File: config.mk
export PLATFORM = sky130hd
export DESIGN_NAME = sdh_irq_stat_top
export DESIGN_NICKNAME = d
export VERILOG_FILES = /design/src/rtl/sdh_irq_pkg.sv /design/src/rtl/sdh_ctrl_regs.sv /design/src/rtl/sdh_xfer_cnt.sv /design/src/rtl/sdh_raw_stat.sv /design/src/rtl/sdh_irq_stat_top.sv
export SDC_FILE = /design/constraint.sdc
export NUM_CORES = 1
export LEC_CHECK = 0
export ABC_CLOCK_PERIOD_IN_PS = 3900
export BUFFER_PORTS_ARGS = -buffer_cell sky130_fd_sc_hd__buf_2
export CAP_MARGIN = 20
export CORE_MARGIN = 2
export CORE_UTILIZATION = 35
export CTS_CLUSTER_DIAMETER = 150
export DETAILED_ROUTE_END_ITERATION = 10
export HOLD_SLACK_MARGIN = 0.02
export PLACE_DENSITY = 0.63
export SYNTH_ARGS = -nofsm -noshare
export SYNTH_HDL_FRONTEND = slang
export SYNTH_SLANG_ARGS = --single-unit
File: constraint.sdc
create_clock -name clk -period 3.9 [get_ports clk]
set_input_delay 0.78 -clock clk [delete_from_list [all_inputs] [get_ports clk]]
set_output_delay 0.78 -clock clk [all_outputs]
set_load 0.01 [all_outputs]
File: src/rtl/sdh_irq_pkg.sv
package sdh_irq_pkg;

  typedef enum logic [2:0] {
    ADR_CTRL   = 3'd0,
    ADR_MASK   = 3'd1,
    ADR_MSTAT  = 3'd2,
    ADR_RAW    = 3'd3,
    ADR_STAT   = 3'd4,
    ADR_BCNT   = 3'd5,
    ADR_REMAIN = 3'd6
  } sdh_adr_e;

  localparam int BIT_IRQ_EN  = 4;
  localparam int BIT_DONE    = 3;
  localparam int BIT_CIN     = 30;
  localparam int BIT_COUT    = 31;
  localparam int BIT_PRESENT = 8;

endpackage

File: src/rtl/sdh_ctrl_regs.sv
module sdh_ctrl_regs #(
  parameter int DATA_W = 32
) (
  input  logic              clk,
  input  logic              rst,
  input  logic              wr_ctrl,
  input  logic              wr_mask,
  input  logic [DATA_W-1:0] wr_data,
  output logic [DATA_W-1:0] ctrl_q,
  output logic [DATA_W-1:0] mask_q,
  output logic              irq_en
);
  import sdh_irq_pkg::*;

  always_ff @(posedge clk) begin
    if (rst) begin
      ctrl_q <= '0;
      mask_q <= '0;
    end else begin
      if (wr_ctrl) ctrl_q <= wr_data;
      if (wr_mask) mask_q <= wr_data;
    end
  end

  assign irq_en = ctrl_q[BIT_IRQ_EN];

endmodule

File: src/rtl/sdh_xfer_cnt.sv
module sdh_xfer_cnt #(
  parameter int CNT_W = 24
) (
  input  logic             clk,
  input  logic             rst,
  input  logic             load,
  input  logic [CNT_W-1:0] load_val,
  input  logic             xfer_valid,
  input  logic [CNT_W-1:0] xfer_bytes,
  output logic [CNT_W-1:0] bcnt_q,
  output logic [CNT_W-1:0] remain_q,
  output logic             done_evt
);

  function automatic logic [CNT_W-1:0] sat_sub(input logic [CNT_W-1:0] a,
                                               input logic [CNT_W-1:0] b);
    return (b >= a) ? '0 : (a - b);
  endfunction

  logic             take_xfer;
  logic [CNT_W-1:0] after_xfer;

  assign take_xfer  = xfer_valid && !load;
  assign after_xfer = sat_sub(remain_q, xfer_bytes);
  assign done_evt   = take_xfer && (after_xfer == '0);

  always_ff @(posedge clk) begin
    if (rst) begin
      bcnt_q   <= '0;
      remain_q <= '0;
    end else if (load) begin
      bcnt_q   <= load_val;
      remain_q <= load_val;
    end else if (take_xfer) begin
      remain_q <= after_xfer;
    end
  end

endmodule

File: src/rtl/sdh_raw_stat.sv
module sdh_raw_stat #(
  parameter int DATA_W = 32
) (
  input  logic              clk,
  input  logic              rst,
  input  logic              card_in,
  input  logic              card_out,
  input  logic              done_evt,
  input  logic              clr_raw,
  input  logic              clr_stat,
  input  logic [DATA_W-1:0] wr_data,
  output logic [DATA_W-1:0] raw_q,
  output logic [DATA_W-1:0] stat_q
);
  import sdh_irq_pkg::*;

  function automatic logic [DATA_W-1:0] w1c(input logic [DATA_W-1:0] cur,
                                            input logic [DATA_W-1:0] ones,
                                            input logic             en);
    return en ? (cur & ~ones) : cur;
  endfunction

  logic [DATA_W-1:0] raw_nx, stat_nx;

  always_comb begin
    raw_nx  = w1c(raw_q, wr_data, clr_raw);
    stat_nx = w1c(stat_q, wr_data, clr_stat);
    if (card_out) begin
      raw_nx[BIT_COUT]     = 1'b1;
      raw_nx[BIT_CIN]      = 1'b0;
      stat_nx[BIT_PRESENT] = 1'b0;
    end else if (card_in) begin
      raw_nx[BIT_CIN]      = 1'b1;
      raw_nx[BIT_COUT]     = 1'b0;
      stat_nx[BIT_PRESENT] = 1'b1;
    end
    if (done_evt) raw_nx[BIT_DONE] = 1'b1;
  end

  always_ff @(posedge clk) begin
    if (rst) begin
      raw_q  <= '0;
      stat_q <= '0;
    end else begin
      raw_q  <= raw_nx;
      stat_q <= stat_nx;
    end
  end

endmodule

File: src/rtl/sdh_irq_stat_top.sv
module sdh_irq_stat_top #(
  parameter int DATA_W = 32,
  parameter int CNT_W  = 24
) (
  input  logic              clk,
  input  logic              rst,
  input  logic              wr_en,
  input  logic [2:0]        wr_addr,
  input  logic [DATA_W-1:0] wr_data,
  input  logic [2:0]        rd_addr,
  output logic [DATA_W-1:0] rd_data,
  input  logic              card_in,
  input  logic              card_out,
  input  logic              xfer_valid,
  input  logic [CNT_W-1:0]  xfer_bytes,
  output logic              irq
);
  import sdh_irq_pkg::*;

  logic [DATA_W-1:0] ctrl_q, mask_q, raw_q, stat_q, masked;
  logic [CNT_W-1:0]  bcnt_q, remain_q;
  logic              irq_en, done_evt;
  logic              wr_ctrl, wr_mask, clr_raw, clr_stat, load_evt;

  assign wr_ctrl  = wr_en && (wr_addr == ADR_CTRL);
  assign wr_mask  = wr_en && (wr_addr == ADR_MASK);
  assign clr_raw  = wr_en && (wr_addr == ADR_RAW);
  assign clr_stat = wr_en && (wr_addr == ADR_STAT);
  assign load_evt = wr_en && (wr_addr == ADR_BCNT);

  sdh_ctrl_regs #(.DATA_W(DATA_W)) u_ctrl (
    .clk(clk), .rst(rst), .wr_ctrl(wr_ctrl), .wr_mask(wr_mask),
    .wr_data(wr_data), .ctrl_q(ctrl_q), .mask_q(mask_q), .irq_en(irq_en)
  );

  sdh_xfer_cnt #(.CNT_W(CNT_W)) u_cnt (
    .clk(clk), .rst(rst), .load(load_evt), .load_val(wr_data[CNT_W-1:0]),
    .xfer_valid(xfer_valid), .xfer_bytes(xfer_bytes),
    .bcnt_q(bcnt_q), .remain_q(remain_q), .done_evt(done_evt)
  );

  sdh_raw_stat #(.DATA_W(DATA_W)) u_raw (
    .clk(clk), .rst(rst), .card_in(card_in), .card_out(card_out),
    .done_evt(done_evt), .clr_raw(clr_raw), .clr_stat(clr_stat),
    .wr_data(wr_data), .raw_q(raw_q), .stat_q(stat_q)
  );

  assign masked = raw_q & mask_q;
  assign irq    = irq_en && (masked != '0);

  always_comb begin
    case (rd_addr)
      ADR_CTRL:   rd_data = ctrl_q;
      ADR_MASK:   rd_data = mask_q;
      ADR_MSTAT:  rd_data = masked;
      ADR_RAW:    rd_data = raw_q;
      ADR_STAT:   rd_data = stat_q;
      ADR_BCNT:   rd_data = DATA_W'(bcnt_q);
      ADR_REMAIN: rd_data = DATA_W'(remain_q);
      default:    rd_data = '0;
    endcase
  end

endmodule

==> metrics.txt, run 1 <==
Post-CTS Hold Fix Bufs 0; top cells by area, synth dfxtp_1, nand2_1, a21oi_1, clkbuf_1, ha_1; die height roughly 170 µm; overall power 0.004002 W; largest net degree at the start of global routing 87; die area 27760 µm²; register bit total from synthesis 176; hold depth 2; FF-to-FF setup slack ~0.74 ns; H-tree Lvls 4; Vias per Instance 5.647; max_cap viols 0; Layout Nets 1374; worst slew pin tran 1.048 ns; I/O Buffers 100; GR Util All Layers 0.2153; Distinct cells, synth 67; Synth Area in XOR/XNOR 0.01419; Layout fillers roughly 2.7k; Post-Route Skew about 0.0047 ns; CP Launch Point rd_addr[1]; Critical Path Sink Type primary output; Worst R2R Start u_cnt.remain_q[4]; drt drc 0; mux contribution to synthesized area 0.03772; CTS root buf clkbuf_16; Final ANT Viol Nets 0; worst vdd ir 324.2 µV; routed wire length per instance 18.97 µm; P&R area growth vs syn 14.64%; status completed; placed instance count 1597; register area share after synthesis 0.3807; Synth Area in Adders 0.03461; Final Hold Viols 0; largest area contributor in the netlist dfxtp_1; DIE WIDTH 166.6 µm; Post-Synthesis Mean Instance Area 7.549 µm²; Synth Flop Type dfxtp_1; CP max FO 17; top-count cell post-synth nand2_1; CTS tree built; Pins Over Slew Limit 0; Post-Synth Simple-Gate Area 0.2228; Final Critical Period roughly 3.3 ns; period utilization 0.8589; Max Freq ~300 MHz; Synth Cell Area ~9300 µm²; syn nets 1319; setup TNS 0 ns; initial antenna violation count 1; First-pass DRT Iterations 5; largest family of logic cells by synthesized area compound AO/OA/AOI/OAI gates; CP arrival between 2 and 3 ns; initial core utilization 0.3562; number of synthesized flops with an enable pin 0; Synth Area in Compound Gates 0.2528; via count approximately 9.2k; R2R depth 10; worst skew pair latency 0.44 ns; startpoint class of the critical path input pin; number of global-route vias before repair around 8.4k; synth cell count leaders nand2_1, a21oi_1, dfxtp_1, clkbuf_1, nor2_1; Rows 59; DPL Wire Length 21610 µm; Leak 4.256 nW; asr flop ratio synth 0; unrepaired setup endpoints after global routing false; drt total wl 30930 µm; CTS Sinks 176; Hold WC Path Type flip-flop to flip-flop; global placement routability congestion 0.8853; CTS buffer count 17; Top Ports ~100; CTS Buffer Depth 2; final setup vio count 0; # resized after CTS 0; setup ws final 0.5502 ns; dpl ws 0.3551 ns; HP Start u_raw.stat_q[22]; drt first-iter violations 874; instance count of the mapped netlist 1226; clock-pin slew on the worst setup and hold paths 0.07 ns; postcts setup bufs 0; Finished Layout Cells 1630; ratio of cells with drive above 1 in the final layout 0.1399; global-route wire length before repair 47720 µm; Yosys warning total 0; Rel. slew slack 0.3013; core box area 25980 µm²; power density over cell area between 300 and 400 nW/µm²; CP Class input pin to primary output; area share of the largest cell type after synthesis 0.3807; utilization after layout 0.4083; CP required 3.12 ns; gr ovfl total 0
-- state kept, by name, indices dropped and copies added, names as in the netlist --
register and cells:
u_ctrl.mask_q 32, u_cnt.bcnt_q 24, u_raw.stat_q 32, u_ctrl.ctrl_q 32, u_cnt.remain_q 24, u_raw.raw_q 32
-- critical path, cell delays in order --
cell and delay (ns):
buf_2 0.12, inv_1 0.39, nor2_1 0.24, nor2_1 0.54, o221ai_1 0.25, nand2_1 0.11, buf_2 0.13
-- layer usage --
layer	routed length, µm	vias up	global-route usage
met4	773	2	0.07196
met5	7	-	0
met1	13710	4382	0.2973
li1	-	4431	-
met3	2191	46	0.03921
met2	14240	344	0.3397
-- through the flow --
step	hold slack, ns	instance area, µm²
2_1_floorplan	0.4088	9255
6_report	0.4316	10610
5_1_grt	0.4482	10610
4_1_cts	0.4314	10610
3_3_place_gp	0.4156	10040
3_5_place_dp	0.4193	10040
-- cells in the final DEF, fill, tap and decap left out, types with 6 or more instances in the layout --
master	n
a211oi_1	9
a21o_1	14
a21oi_1	185
a221oi_1	23
a22o_1	8
a22oi_1	14
a31oi_1	13
and2_1	6
and3_1	29
buf_2	99
buf_4	28
clkbuf_16	17
dfxtp_1	176
ha_1	24
inv_1	46
mux2i_1	18
mux4_2	7
nand2_1	293
nand3_1	7
nand4_1	6
nor2_1	67
nor2b_1	6
nor3_1	26
nor3b_1	10
o211ai_1	11
o21ai_0	38
o221ai_1	15
xnor2_1	10
-- layout make-up --
| cell class | count | area, µm² | area share |
|---|---|---|---|
| multi-input cells | 912 | 5220 | 0.4920 |
| flip-flops and latches | 176 | 3523 | 0.3321 |
| clock inverters | 15 | 137.6 | 0.01297 |
| repair buffers | 127 | 705.7 | 0.06651 |
| clock buffers | 17 | 425.4 | 0.04009 |
| well taps | 335 | 419.2 | 0.03950 |
| inverters | 47 | 176.4 | 0.01663 |
| diodes | 1 | 2.502 | 0.0002358 |
-- power by group --
group	leakage, nW	switching, W	internal (W)
combinational	2.56	0.000326	0.000163
clock	0.272	0.000772	0.000885
sequential	1.42	0.0000280	0.00183
total	4.26	0.00113	0.00288
-- cell families (layout without fill, tap and decap cells) --
kind of cell / count (synthesis) / in the layout
simple gates: 475 / 475
buf+inv: 138 / 206
mux: 26 / 26
fa+ha+maj: 25 / 25
flops: 176 / 176
compound gates: 371 / 371
xor+xnor: 15 / 15
other cells: 0 / 1
-- final timing paths --
| kind | end |
|---|---|
| min reg2reg | u_raw.stat_q[22] |
| max | rd_data[29] |
| min | u_raw.stat_q[22] |
| max reg2reg | u_raw.raw_q[3] |
Power figures use the tool's default switching activity.
==> run 2, diff against run 1 <==
ABC_CLOCK_PERIOD_IN_PS = 3100   (was 3900)
clock period = 3.1 ns   (was 3.9 ns; I/O delays follow)
==> run 2 against run 1 <==
Effect of this change: setup slack got worse by 0.37 ns; combinational power increased by 42%; total power is 30% higher; global-route usage rose by 0.58 points; register-to-register slack got worse by 0.56 ns; final cell count is 3.6% higher; utilization grew 2.0 points; first-iteration DRC count increased by 9.4%; sequential share of layout area shrank 1.5 points; largest power group unchanged; clock power is 31% higher; worst hold slack got worse by 0.037 ns.
==> metrics.txt, run 2 (synthesized netlist as in run 1, its figures left out) <==
I/O Buffers 100; CTS buffer count 17; Worst R2R Start u_cnt.remain_q[6]; ratio of cells with drive above 1 in the final layout 0.1800; final hold slack a little under 0.4 ns; Critical Path Sink Type flip-flop; CTS Buffer Depth 2; DPL Wire Length around 22000 µm; CTS Sinks 176; placed instance count 1653; CP arrival 3.28 ns; Flop pwr share 0.449; worst vdd ir 412.0 µV; CTS tree built; internal power 0.003718 W; Pins Over Slew Limit 0; Rel. slew slack 0.4124; Final Hold Viols 0; final setup vio count 0; largest net degree at the start of global routing ~80; clock-pin slew on the worst setup and hold paths 0.08 ns; P&R area growth vs syn 20.16%; R2R depth 10; Layout Nets 1430; First-pass DRT Iterations 5; global-route wire length before repair roughly 50000 µm; power density over cell area 467.4 nW/µm²; postcts setup bufs 0; die area 27760 µm²; unrepaired setup endpoints after global routing false; R2R Path End u_raw.raw_q[3]; initial core utilization 0.3562; initial antenna violation count 3; Hold WC Path Type input pin to flip-flop; commonest non-fill, non-tap cells in the layout nand2_1, a21oi_1, dfxtp_1; Leak roughly 4.6 nW; hold depth 2; drt drc 0; DIE WIDTH 166.6 µm; CP max FO 4; WHS Endpoint u_raw.stat_q[31]; FF-to-FF setup slack 0.18 ns; status completed; CP Class flip-flop to flip-flop; drt first-iter violations 956; Post-Route Skew about 0.0064 ns; setup TNS 0 ns; startpoint class of the critical path flip-flop; period utilization 0.9419; Max Freq 342.5 MHz; max_cap viols 0; HP Start wr_data[31]; Final ANT Viol Nets 0; sw frac 0.2847; Finished Layout Cells 1688; utilization after layout 0.4280; gr ovfl total 0; CP required 3.46 ns; Final Critical Period ~2.9 ns; die height between 150 and 200 µm; clock share of power 0.418; CTS root buf clkbuf_16; switching pwr 0.001480 W; Gate power share 0.134; Rows 59; Post-CTS Hold Fix Bufs 0; Top Ports 101; worst skew pair latency roughly 0.44 ns; overall power 0.005197 W; GR Util All Layers 0.2212; global placement routability congestion just under 0.9; core box area about 26000 µm²; worst slew pin tran 0.8814 ns; commonest non-fill, non-tap cell in the layout nand2_1; number of global-route vias before repair 8910; # resized after CTS 0; routed wire length per instance 18.43 µm; via count 9372; drt total wl ~31000 µm; Vias per Instance 5.552; H-tree Lvls 4
-- run 2: how the worst max path moves through the flow --
stage                                  from                 end  slack, ns
after detailed placement      xfer_bytes[0]      u_raw.raw_q[3]      -0.14
after global routing      u_cnt.remain_q[0]  u_cnt.remain_q[22]      0.003
final                     u_cnt.remain_q[6]      u_raw.raw_q[3]       0.18
after floorplan               xfer_bytes[0]  u_cnt.remain_q[22]       0.06
after CTS                 u_cnt.remain_q[0]      u_raw.raw_q[3]       0.07
after global placement        xfer_bytes[6]      u_raw.raw_q[3]      -0.06
-- run 2: metal layers --
metal	track usage	up-vias	share of wire	wire [µm]
met5	0	-	0.00035	11
met2	0.3457	340	0.45	14020
li1	-	4544	-	-
met1	0.3051	4420	0.45	14050
met4	0.08883	2	0.035	1076
met3	0.03517	66	0.063	1945
-- run 2: final cells by class --
cell class	instances	area [µm²]
tap	335	419.2
fill	2620	14860
sequential	176	3523
timing repair buffer	183	1151
clock buffer	17	425.4
multi-input combinational	912	5248
clock inverter	15	170.2
inverter	47	176.4
antenna	3	7.507
-- run 2: critical path, cell delays in order (launching register included) --
cell	delay, ns
dfxtp_1	0.43
ha_1	0.29
a21o_1	0.19
a211o_1	0.33
a221oi_2	0.33
a21oi_2	0.16
o41ai_4	0.41
xnor2_1	0.16
nor3_2	0.19
nand4b_1	0.15
o31ai_2	0.21
-- run 2: through the flow --
| step | area [µm²] | setup WS [ns] |
|---|---|---|
| 6_report | 11120 | 0.1802 |
| 3_3_place_gp | 10490 | -0.06106 |
| 5_1_grt | 11120 | 0.002825 |
| 2_1_floorplan | 9255 | 0.06285 |
| 4_1_cts | 11090 | 0.07448 |
| 3_5_place_dp | 10490 | -0.1444 |
-- run 2: power groups by stage --
stage | clock network (W) | logic [W] | registers (W)
floorplan | 0 | 0.000383 | 0.00237
global placement | 0 | 0.000679 | 0.00238
detailed placement | 0 | 0.000681 | 0.00238
CTS | 0.00220 | 0.000685 | 0.00233
global route | 0.00229 | 0.000761 | 0.00233
finish | 0.00217 | 0.000695 | 0.00233
==> run 3, diff against run 2 <==
CORE_UTILIZATION = 55   (was 35)
PLACE_DENSITY = 0.86   (was 0.63)
RECOVER_POWER = 50   (was unset)
==> run 3 against run 2 <==
Effect of this change: the run now ends with capacitance limit, slew limit left; total power hardly changed; count of clock-buffer cells in the layout stayed put; cell area is 2.8% lower; critical path depth is 3 higher; wire length is 3.3% lower; utilization is 23 points higher; via count is 5.8% higher; first-iteration DRC count is 44% higher; die area is 36% lower; sequential cell count stayed put.
==> metrics.txt, run 3 (synthesized netlist as in run 1, its figures left out) <==
Hold WC Path Type input pin to flip-flop; CTS buffer count 17; overall power 0.005196 W; P&R area growth vs syn 16.83%; DIE WIDTH 133.7 µm; CP max FO 16; Critical Path Sink Type flip-flop; Buf+Inv Stages, Crit Path 2; Worst path max stage delay 0.40 ns; initial antenna violation count 0; DPL Wire Length between 20000 and 25000 µm; drt first-iter violations 1379; via count 9917; CP required 3.41 ns; ratio of cells with drive above 1 in the final layout 0.1654; period utilization 0.9379; H-tree Lvls 4; Post-Route Skew ~0.0077 ns; final setup vio count 0; drt total wl about 30000 µm; die height 133.7 µm; status finished with violations; core box area 16520 µm²; CTS Sinks 176; largest net degree at the start of global routing 81; Leak 4.474 nW; # resized after CTS 0; power density over cell area between 400 and 500 nW/µm²; GR Util All Layers 0.3337; worst vdd ir between 400 and 500 µV; Post-CTS Hold Fix Bufs 0; Final Hold Viols 0; crit-path most repeated cell inv_1; First-pass DRT Iterations 7; initial core utilization 0.5601; routed wire length per instance between 15 and 20 µm; I/O Buffers 100; Vias per Instance 6.373; Layout Nets 1416; postcts setup bufs 0; worst slew pin tran roughly 2.0 ns; CP Class flip-flop to flip-flop; Top Ports 101; commonest non-fill, non-tap cell in the layout nand2_1; CP max stage cell fa_1; Pins Over Slew Limit 66; CTS tree built; CTS root buf clkbuf_16; max_cap viols 2; unrepaired setup endpoints after global routing false; clock-pin slew on the worst setup and hold paths approximately 0.070 ns; gr ovfl total 0; top cell family by delay on the critical path compound AO/OA/AOI/OAI gates; number of global-route vias before repair 9171; Max Freq about 340 MHz; Rel. slew slack -0.3326; drt drc 0; Final Critical Period 2.908 ns; Final Cell Area ~11000 µm²; utilization after layout 0.6544; Rows 47; die area 17880 µm²; ANT cells 0; CTS Buffer Depth 2; Final ANT Viol Nets 0; CP cell instances inv_1, ha_1, inv_1, fa_1, a211oi_1, o21ai_2, a21boi_2, o2111ai_1, nand3b_1, a21oi_1, and2_2, a221oi_1, nor2_1; global placement routability congestion 0.9314; startpoint class of the critical path flip-flop; global-route wire length before repair 47570 µm; Cell Area, Placed 10230 µm²; commonest non-fill, non-tap cells in the layout nand2_1, a21oi_1, dfxtp_1; worst skew pair latency ~0.43 ns; failing checks capacitance limit, slew limit; setup TNS 0 ns; CP arrival approximately 3.2 ns
-- run 3: path summary, 6_finish.rpt --
kind	endpoint	slack, ns	cells after the start	startpoint
worst min-delay path	u_raw.stat_q[8]	0.40	2	card_out
worst min register to register	u_raw.stat_q[28]	0.43	2	u_raw.stat_q[28]
worst max-delay path	u_cnt.remain_q[8]	0.19	13	u_cnt.remain_q[0]
worst max register to register	u_cnt.remain_q[8]	0.19	13	u_cnt.remain_q[0]
-- run 3: layer usage --
metal	vias to the layer above	track usage	wire length [µm]
li1	4525	-	-
met1	4622	0.4466	11800
met2	645	0.5245	13690
met3	125	0.06126	3139
met4	0	0.1525	1449
met5	-	0	0
-- run 3: metrics by stage --
step	setup slack [ns]	instances	hold slack [ns]
after floorplan	0.06285	1226	0.4088
after global placement	-0.05913	1524	0.4158
after detailed placement	-0.1717	1524	0.4215
after CTS	0.1117	1556	0.3949
after global routing	0.01702	1556	0.3935
final	0.1924	1556	0.3999
-- run 3: area by class of cell --
class,count,area (µm²)
fillers,1389,5712
clock buffers,17,425.4
clock inverters,15,167.7
repair buffers,169,1016
flip-flops and latches,176,3523
inverters,47,176.4
multi-input cells,912,5229
well taps,220,275.3
-- run 3: power breakdown --
part / switching, W / internal [W] / leakage (nW)
Clock: 0.000974 / 0.00121 / 0.292
Combinational: 0.000424 / 0.000252 / 2.76
Sequential: 0.0000346 / 0.00230 / 1.42
Total: 0.00143 / 0.00376 / 4.47
